**src/rtl/pred_view_pkg.sv**
```systemverilog
package pred_view_pkg;

  typedef enum logic [1:0] {
    ESZ_1B = 2'd0,
    ESZ_2B = 2'd1,
    ESZ_4B = 2'd2,
    ESZ_8B = 2'd3
  } esize_e;

  localparam int unsigned RAW_W = 8;

  // group width in bits for a given layout and element size code
  function automatic logic [3:0] group_width(input logic packed_mode, input logic [1:0] code);
    if (packed_mode) return 4'd1;
    return 4'(4'd1 << code);
  endfunction

  function automatic logic [RAW_W-1:0] low_ones(input logic [3:0] w);
    logic [RAW_W:0] t;
    t = (9'd1 << w) - 9'd1;
    return t[RAW_W-1:0];
  endfunction

endpackage

```
**src/rtl/pred_elem_map.sv**
```systemverilog
module pred_elem_map
  import pred_view_pkg::*;
#(
  parameter int unsigned NUM_BITS = 64,
  parameter bit          PACKED   = 1'b0,
  parameter int unsigned IDX_W    = $clog2(NUM_BITS),
  parameter int unsigned POS_W    = IDX_W + 4
) (
  input  logic [IDX_W-1:0]    idx_i,
  input  logic [1:0]          esize_i,
  output logic [POS_W-1:0]    base_o,
  output logic [3:0]          width_o,
  output logic                valid_o,
  output logic [NUM_BITS-1:0] mask_o
);

  logic [POS_W-1:0] idx_ext;
  logic [POS_W:0]   top_excl;
  logic [RAW_W-1:0] low;

  assign idx_ext = POS_W'(idx_i);

  generate
    if (PACKED) begin : g_packed
      logic unused_esize;
      assign unused_esize = ^esize_i;
      assign base_o  = idx_ext;
      assign width_o = 4'd1;
    end else begin : g_unpacked
      assign base_o  = idx_ext << esize_i;
      assign width_o = group_width(1'b0, esize_i);
    end
  endgenerate

  assign top_excl = {1'b0, base_o} + (POS_W+1)'(width_o);
  assign valid_o  = top_excl <= (POS_W+1)'(NUM_BITS);
  assign low      = low_ones(width_o);
  assign mask_o   = valid_o ? ({{(NUM_BITS-RAW_W){1'b0}}, low} << base_o) : '0;

endmodule

```
**src/rtl/pred_extract.sv**
```systemverilog
module pred_extract
  import pred_view_pkg::*;
#(
  parameter int unsigned NUM_BITS = 64,
  parameter int unsigned POS_W    = $clog2(NUM_BITS) + 4
) (
  input  logic [NUM_BITS-1:0] pred_i,
  input  logic [POS_W-1:0]    base_i,
  input  logic [3:0]          width_i,
  input  logic                valid_i,
  output logic [RAW_W-1:0]    data_o,
  output logic                flag_o,
  output logic                err_o
);

  logic [RAW_W-1:0] win;

  assign win    = RAW_W'(pred_i >> base_i);
  assign data_o = valid_i ? (win & low_ones(width_i)) : '0;
  assign flag_o = valid_i & win[0];
  assign err_o  = ~valid_i;

endmodule

```
**src/rtl/pred_store.sv**
```systemverilog
module pred_store #(
  parameter int unsigned NUM_BITS = 64
) (
  input  logic                clk_i,
  input  logic                rst_ni,
  input  logic                clr_i,
  input  logic                set_i,
  input  logic                wr_i,
  input  logic                wr_ok_i,
  input  logic [NUM_BITS-1:0] wr_mask_i,
  input  logic [NUM_BITS-1:0] wr_bits_i,
  output logic [NUM_BITS-1:0] pred_o,
  output logic                wr_err_o
);

  logic [NUM_BITS-1:0] pred_q, pred_d;
  logic                err_d;

  always_comb begin
    pred_d = pred_q;
    err_d  = 1'b0;
    if (clr_i)       pred_d = '0;
    else if (set_i)  pred_d = '1;
    else if (wr_i) begin
      if (wr_ok_i) pred_d = (pred_q & ~wr_mask_i) | (wr_bits_i & wr_mask_i);
      else         err_d  = 1'b1;
    end
  end

  always_ff @(posedge clk_i or negedge rst_ni) begin
    if (!rst_ni) begin
      pred_q   <= '0;
      wr_err_o <= 1'b0;
    end else begin
      pred_q   <= pred_d;
      wr_err_o <= err_d;
    end
  end

  assign pred_o = pred_q;

  assert_clear_R5: assert property (@(posedge clk_i) disable iff (!rst_ni)
    clr_i |=> (pred_o == '0));

  assert_set_R6: assert property (@(posedge clk_i) disable iff (!rst_ni)
    (set_i && !clr_i) |=> (pred_o == '1));

  assert_reject_hold_R8: assert property (@(posedge clk_i) disable iff (!rst_ni)
    (wr_i && !wr_ok_i && !clr_i && !set_i) |=> ($stable(pred_o) && wr_err_o));

  assert_outside_stable_R4: assert property (@(posedge clk_i) disable iff (!rst_ni)
    (wr_i && !clr_i && !set_i) |=> (((pred_o ^ $past(pred_o)) & ~$past(wr_mask_i)) == '0));

  assert_err_cause_R10: assert property (@(posedge clk_i) disable iff (!rst_ni)
    (clr_i || set_i || !wr_i) |=> !wr_err_o);

endmodule

```
**src/rtl/pred_reg_views.sv**
```systemverilog
module pred_reg_views
  import pred_view_pkg::*;
#(
  parameter int unsigned NUM_BITS = 64,
  parameter bit          PACKED   = 1'b0,
  localparam int unsigned IDX_W   = $clog2(NUM_BITS)
) (
  input  logic                clk_i,
  input  logic                rst_ni,
  input  logic                clr_i,
  input  logic                set_i,
  input  logic [1:0]          esize_i,
  input  logic                wr_i,
  input  logic [IDX_W-1:0]    wr_idx_i,
  input  logic [7:0]          wr_data_i,
  input  logic [IDX_W-1:0]    rd_idx_i,
  output logic [7:0]          rd_data_o,
  output logic                rd_flag_o,
  output logic                rd_err_o,
  output logic                wr_err_o,
  output logic [NUM_BITS-1:0] pred_o
);

  localparam int unsigned POS_W = IDX_W + 4;

  logic [POS_W-1:0]    wr_base, rd_base;
  logic [3:0]          wr_width, rd_width;
  logic                wr_ok, rd_ok;
  logic [NUM_BITS-1:0] wr_mask, rd_mask_unused, wr_bits;
  logic                unused_rd_mask;

  pred_elem_map #(.NUM_BITS(NUM_BITS), .PACKED(PACKED), .IDX_W(IDX_W), .POS_W(POS_W)) u_wr_map (
    .idx_i   (wr_idx_i),
    .esize_i (esize_i),
    .base_o  (wr_base),
    .width_o (wr_width),
    .valid_o (wr_ok),
    .mask_o  (wr_mask)
  );

  pred_elem_map #(.NUM_BITS(NUM_BITS), .PACKED(PACKED), .IDX_W(IDX_W), .POS_W(POS_W)) u_rd_map (
    .idx_i   (rd_idx_i),
    .esize_i (esize_i),
    .base_o  (rd_base),
    .width_o (rd_width),
    .valid_o (rd_ok),
    .mask_o  (rd_mask_unused)
  );

  assign unused_rd_mask = ^rd_mask_unused ^ ^wr_width;

  assign wr_bits = {{(NUM_BITS-RAW_W){1'b0}}, wr_data_i} << wr_base;

  pred_store #(.NUM_BITS(NUM_BITS)) u_store (
    .clk_i     (clk_i),
    .rst_ni    (rst_ni),
    .clr_i     (clr_i),
    .set_i     (set_i),
    .wr_i      (wr_i),
    .wr_ok_i   (wr_ok),
    .wr_mask_i (wr_mask),
    .wr_bits_i (wr_bits),
    .pred_o    (pred_o),
    .wr_err_o  (wr_err_o)
  );

  pred_extract #(.NUM_BITS(NUM_BITS), .POS_W(POS_W)) u_extract (
    .pred_i  (pred_o),
    .base_i  (rd_base),
    .width_i (rd_width),
    .valid_i (rd_ok),
    .data_o  (rd_data_o),
    .flag_o  (rd_flag_o),
    .err_o   (rd_err_o)
  );

  assert_rd_err_quiet_R7: assert property (@(posedge clk_i) disable iff (!rst_ni)
    rd_err_o |-> (rd_data_o == 8'd0 && !rd_flag_o));

  assert_flag_is_low_bit_R3: assert property (@(posedge clk_i) disable iff (!rst_ni)
    !rd_err_o |-> (rd_flag_o == rd_data_o[0]));

endmodule

```
**config.mk**
```make
export PLATFORM = sky130hd
export DESIGN_NAME = pred_reg_views
export DESIGN_NICKNAME = d
export VERILOG_FILES = /design/src/rtl/pred_view_pkg.sv /design/src/rtl/pred_elem_map.sv /design/src/rtl/pred_extract.sv /design/src/rtl/pred_store.sv /design/src/rtl/pred_reg_views.sv
export SDC_FILE = /design/constraint.sdc
export NUM_CORES = 1
export LEC_CHECK = 0
export ABC_AREA = 1
export BUFFER_PORTS_ARGS = -buffer_cell sky130_fd_sc_hd__buf_2
export CAP_MARGIN = 20
export CORE_MARGIN = 2
export CORE_UTILIZATION = 25
export CTS_CLUSTER_DIAMETER = 80
export DETAILED_ROUTE_END_ITERATION = 6
export GPL_TIMING_DRIVEN = 0
export PLACE_DENSITY = 0.46
export SLEW_MARGIN = 20
export SYNTH_ARGS = -nofsm -noshare
export SYNTH_HDL_FRONTEND = slang
export SYNTH_SLANG_ARGS = --single-unit
```
**constraint.sdc**
```tcl
create_clock -name clk_i -period 5 [get_ports clk_i]
set_input_delay 0.75 -clock clk_i [delete_from_list [all_inputs] [get_ports clk_i]]
set_output_delay 0.75 -clock clk_i [all_outputs]
set_load 0.05 [all_outputs]
```
Yosys cells after proc, flatten, opt, wreduce, memory -nomap -nowiden. Cells that the tools add are included.

Add/sub/neg operators: 3. Multipliers: 0. Div/mod/pow operators: 0. Magnitude comparators: 2. Equality and inequality tests: 0. Shifts and indexed selects: 7. Mux-type cells: 10. Bitwise gates (word level): 7. Reductions and logical operators: 3.

Operators by type and width (count): two-way mux 64 bit (5); AND 64 bit (2); << shifter 8 x 10 -> 64 bit (2); NOT 64 bit (1); OR 64 bit (1); >> shifter 64 x 10 -> 8 bit (1); adder 10 x 4 -> 11 bit (2); less-or-equal comparator 11 x 7 -> 1 bit, second input constant (2); << shifter 6 x 2 -> 10 bit (2); AND 8 bit (1); two-way mux 8 bit (1); << shifter 1 x 4 -> 8 bit, first input constant (1); subtractor 8 x 1 -> 8 bit, second input constant (1); nonzero test 3 bit (2); two-way mux 1 bit (4); << shifter 1 x 2 -> 4 bit, first input constant (1); AND reduction 2 bit (1); AND 1 bit (1); NOT 1 bit (1).

Register bits: 65. Bits in latches: 0. Bits in writable memories: 0. Bits in read-only memories: 0. Bits of input ports: 27. Output and inout bits: 75. Word-level logic and storage cells: 34. Memories: 0.

Longest topological paths before layout.
Word-level depth: 12. Depth in mapped cells: 24. Mapped depth without buffers: 21.

Modules after synthesis. Synthesis repeated with hierarchy kept, for this count alone.

Cells, all modules: 2041. Area, all modules: 10443.8 um2.

By module, submodules not included: pred_store (instances 1, cells an instance 539, area each 3572.2 um2, sequential area each 1626.6 um2); pred_extract (instances 1, cells an instance 738, area each 3319.4 um2, sequential area each 0.0 um2); pred_elem_map (instances 2, cells an instance 261, area each 1203.7 um2, sequential area each 0.0 um2); pred_reg_views (instances 1, cells an instance 242, area each 1144.8 um2, sequential area each 0.0 um2).

Worst setup path before layout. OpenSTA, ideal clock, no wires.

Path type: input-to-output. Start: input port esize_i[0]. End: output port rd_data_o[0]. Arrival time: 4.285 ns. Data required time: 4.250 ns. Path slack: -0.035 ns. Stages: 22. Buffers on the path: 4. Path through: buf_4 buf_4 nand2_1 o21ai_1 nor2_2 inv_2 buf_2 buf_1 fa_1 inv_1 nand2_1 nand2_1 nand2_1 nand2_1 nand2_1 o21ai_1 nand2_1 nor2_1 nand2_1 nor2_1 nand2_1 nor2_1.

Cells in the longest elaborated chain, start to end: 5. Elaborated cells between the ends (all ways): 9.

RTL lines: from (decl) (RTL line pred_reg_views.sv:12) `input logic [1:0] esize_i,`; branches (longest 4 deep; another with adder 10 x 4 -> 11 bit); two-way mux 8 bit (*) (RTL line pred_extract.sv:19) `assign data_o = valid_i ? (win & low_ones(width_i)) : '0;`; to (decl) (RTL line pred_reg_views.sv:17) `output logic [7:0] rd_data_o,`.

Mark *: on every way between the ends.

Final worst setup path.
Start: input port esize_i[0]. End: output port rd_flag_o.

Cells in the longest elaborated chain, start to end: 4. Elaborated cells between the ends (all ways): 6.

RTL lines: << shifter 6 x 2 -> 10 bit or << shifter 1 x 2 -> 4 bit (tied branches) (RTL line pred_elem_map.sv:30, pred_view_pkg.sv:15); adder 10 x 4 -> 11 bit (RTL line pred_elem_map.sv:35) `assign top_excl = {1'b0, base_o} + (POS_W+1)'(width_o);`; less-or-equal comparator 11 x 7 -> 1 bit (RTL line pred_elem_map.sv:36) `assign valid_o = top_excl <= (POS_W+1)'(NUM_BITS);`; AND 1 bit (*) (RTL line pred_extract.sv:20) `assign flag_o = valid_i & win[0];`; to (decl) (RTL line pred_reg_views.sv:18) `output logic rd_flag_o,`.

Every way passes the cells marked *; elsewhere a longest branch is shown, timed or not.

==> flow_summary.toml <==
[cts]
cts_root_buf = "clkbuf_16"
clk_latency_ns = 0.34
clkSinkCount = 65
clk_pin_slew_worst_paths_ns = 0.06
cts_tree = "yes"
cts_htree_levels = 3
clockBufferDepth = 2
cts_made_buffers = 9
postCtsHoldBufs = 0

[critical_path]
cpPeakStageDelay_ns = 0.47
crit_path_start_kind = "input port"
cp_max_fo = 21
crit_path_cell_trace = "buf_2, buf_4, buf_4, nand2_1, o21ai_1, nor2_4, inv_2, fa_1, inv_1, nand2_1, nand2_1, nand2_1, nand2_1, nand2_1, o21ai_1, nand2_1, nor2_1, nand2_1, nor2_4, nand2_1, nor2_1, buf_4"
r2r_cells = 5
critical_path_class = "in -> out"
arrival_ns = 3.94
end_kind = "primary output"
cp_common_cell = "nand2_1"
slowest_stage = "fa_1"
required_ns = 4.25

[timing]
tightest_slew_ns = 1.18
setup_tns_ns = 0
fin_worst_skew_ns = 0
finalMaxSlewViolations = 0
hold_violations = 0
post-route-min-period_ns = 4.69
timing.fmax_mhz = 213
rsz0062_at_grt = "no"
setup_viol = 0
min_period_over_period_pct = 93.8
slew_headroom_pct = 20.3

[global_routing]
grtUsageTotal_pct = 25.4
gr-total-overflow = 0
grt_max_degree = 44
grt_pass1_vias = 11800
antenna_found_initial = 0
grt_pass1_wl_um = 73400

[routing]
drcViolationCount = 2
wire_per_inst_um = 21.3
vias_per_cell = 5.37
ant_nets = 0
routed_wl_um = 49500
vias = 12500
first_pass_iters = 7
drtIter0Drc = 1556

[logic_synthesis]
ys_seq_elements = 65
synth-main-ff-cell = "dfrtp_1"
syn_avg_cell_area_um2 = 5.17
ys_warn_count = 0
syn-instance-count = 1747
synth_cell_types = 39
netlist_area_um2 = 9030
yosysSeqAreaShare_pct = 18.0
syn_nets = 1782
async_flop_share_pct = 100
synth_edf_count = 0

[floorplanning]
core-area_um2 = 35600
die_y_um = 194
start_util_pct = 25.4
io_pins = 102
die_w_um = 194
rows = 69
dieArea_um2 = 37700

[status]
violations = "DRC"
outcome = "finished with violations"

[finish]
drive_gt1_share_pct = 10.6
nets = 1893
antenna_cells = 0
mostFrequentLayoutCells = "nand2_1 (644), nand3_1 (349), nor2_1 (154), buf_2 (124), o21ai_0 (123)"
layout.cells.non_filler = 2324
syn2layout_area_growth_pct = 16.9
final_common_cell = "nand2_1"

[placement]
dp_cells = 2309
dp_hpwl_um = 39800
portBuffers = 100
place_congestion = 1.03

[power_and_ir_drop]
p_leak_nw = 5.22
powerDensity_nw_per_um2 = 270
ir_worst_vdd_uv = 145

[min_path]
hp-class = "in -> async"

[job]
maxCapViolations = 0
-- flip-flops by register name, summed over array words and instances (netlist names) --
name	count
u_store.pred_o	64
u_store.wr_err_o	1
-- cells in the mapped netlist, drive strengths merged (2+ instances only) --
library cell	number	area share, %
nor3	14	0.78
ha	7	0.97
clkinv	2	0.083
dfrtp	65	18
nand3	349	19
o22ai	6	0.42
a21oi	25	1.4
o211ai	8	0.67
o21ai	154	8.7
buf	62	3.4
xor2	2	0.19
nor4	5	0.35
o31ai	5	0.42
clkbuf	57	2.4
nand4	32	2.2
inv	123	5.1
nand2	648	27
nor2	169	7.3
or2	4	0.28
a31oi	3	0.21
-- cells by family after synthesis --
logic type / Yosys count / share of synthesized area [%]
and+or+nand+nor: 1223 / 57.4
buffers and inverters: 244 / 11.0
AOI/OAI and AO/OA: 204 / 12.1
DFF: 65 / 18.0
adders and majority gates: 8 / 1.19
xor gates and xnor gates: 3 / 0.291
-- timing repair --
action | CTS | global route
endpoints found under the hold margin | 0 | 0
resized for setup | 15 | 8
setup endpoints to repair | 9 | 9
setup buffers | 0 | 3
pin swaps | 0 | 1
-- worst max-delay path, delay by kind of cell --
family                     cells  cell delay (ns)
AOI/OAI and AO/OA              2             0.25
adders and majority gates      1             0.47
and+or+nand+nor               13             1.43
buffers and inverters          6             1.01
-- path summary, 6_finish.rpt --
kind	slack [ns]	end	start
max in group asynchronous	4.17	u_store.pred_o[30]	rst_ni
worst min-delay path	0.29	u_store.pred_o[53]	rst_ni
worst max-delay path	0.31	rd_flag_o	esize_i[0]
worst max register to register	3.87	u_store.pred_o[20]	u_store.pred_o[20]
worst min register to register	0.51	u_store.pred_o[20]	u_store.pred_o[20]
min in group clk_i	0.51	u_store.pred_o[20]	u_store.pred_o[20]
-- area by class of cell --
| cell class | instances | area, um2 |
|---|---|---|
| inverter | 125 | 469 |
| clock inverter | 4 | 73.8 |
| multi-input combinational | 1438 | 6460 |
| tap | 461 | 577 |
| timing repair buffer | 104 | 568 |
| sequential | 65 | 1630 |
| clock buffer | 12 | 267 |
| fill | 4139 | 25000 |
| buffer | 115 | 513 |
-- metrics by stage --
step	area [um2]	hold slack (ns)	setup WS [ns]	power (W)	utilization, %
floorplan	9050	0.454	-0.0345	0.00158	-
global placement	10100	0.491	-0.565	0.00208	28.5
detailed placement	10100	0.494	-0.519	0.00207	28.5
CTS	10500	0.313	0.00538	0.00281	29.6
global route	10600	0.325	0.0373	0.00298	29.7
finish	10600	0.294	0.309	0.00285	29.7
-- report_power, final --
group          switching [W]  internal (W)
clock network       0.000259      0.000478
registers           0.000107      0.000578
logic                0.00108      0.000343
-- routing by layer --
| metal | part of all wire, % | vias to the layer above | track usage (%) | wire [um] |
|---|---|---|---|---|
| li1 | - | 5960 | - | - |
| met1 | 43 | 5761 | 33.2 | 21200 |
| met2 | 46 | 629 | 42.4 | 22600 |
| met3 | 6.6 | 133 | 2.56 | 3280 |
| met4 | 5.0 | 0 | 11.4 | 2450 |
| met5 | 0 | - | 0 | 0 |
(Power assumes the default switching activity.)
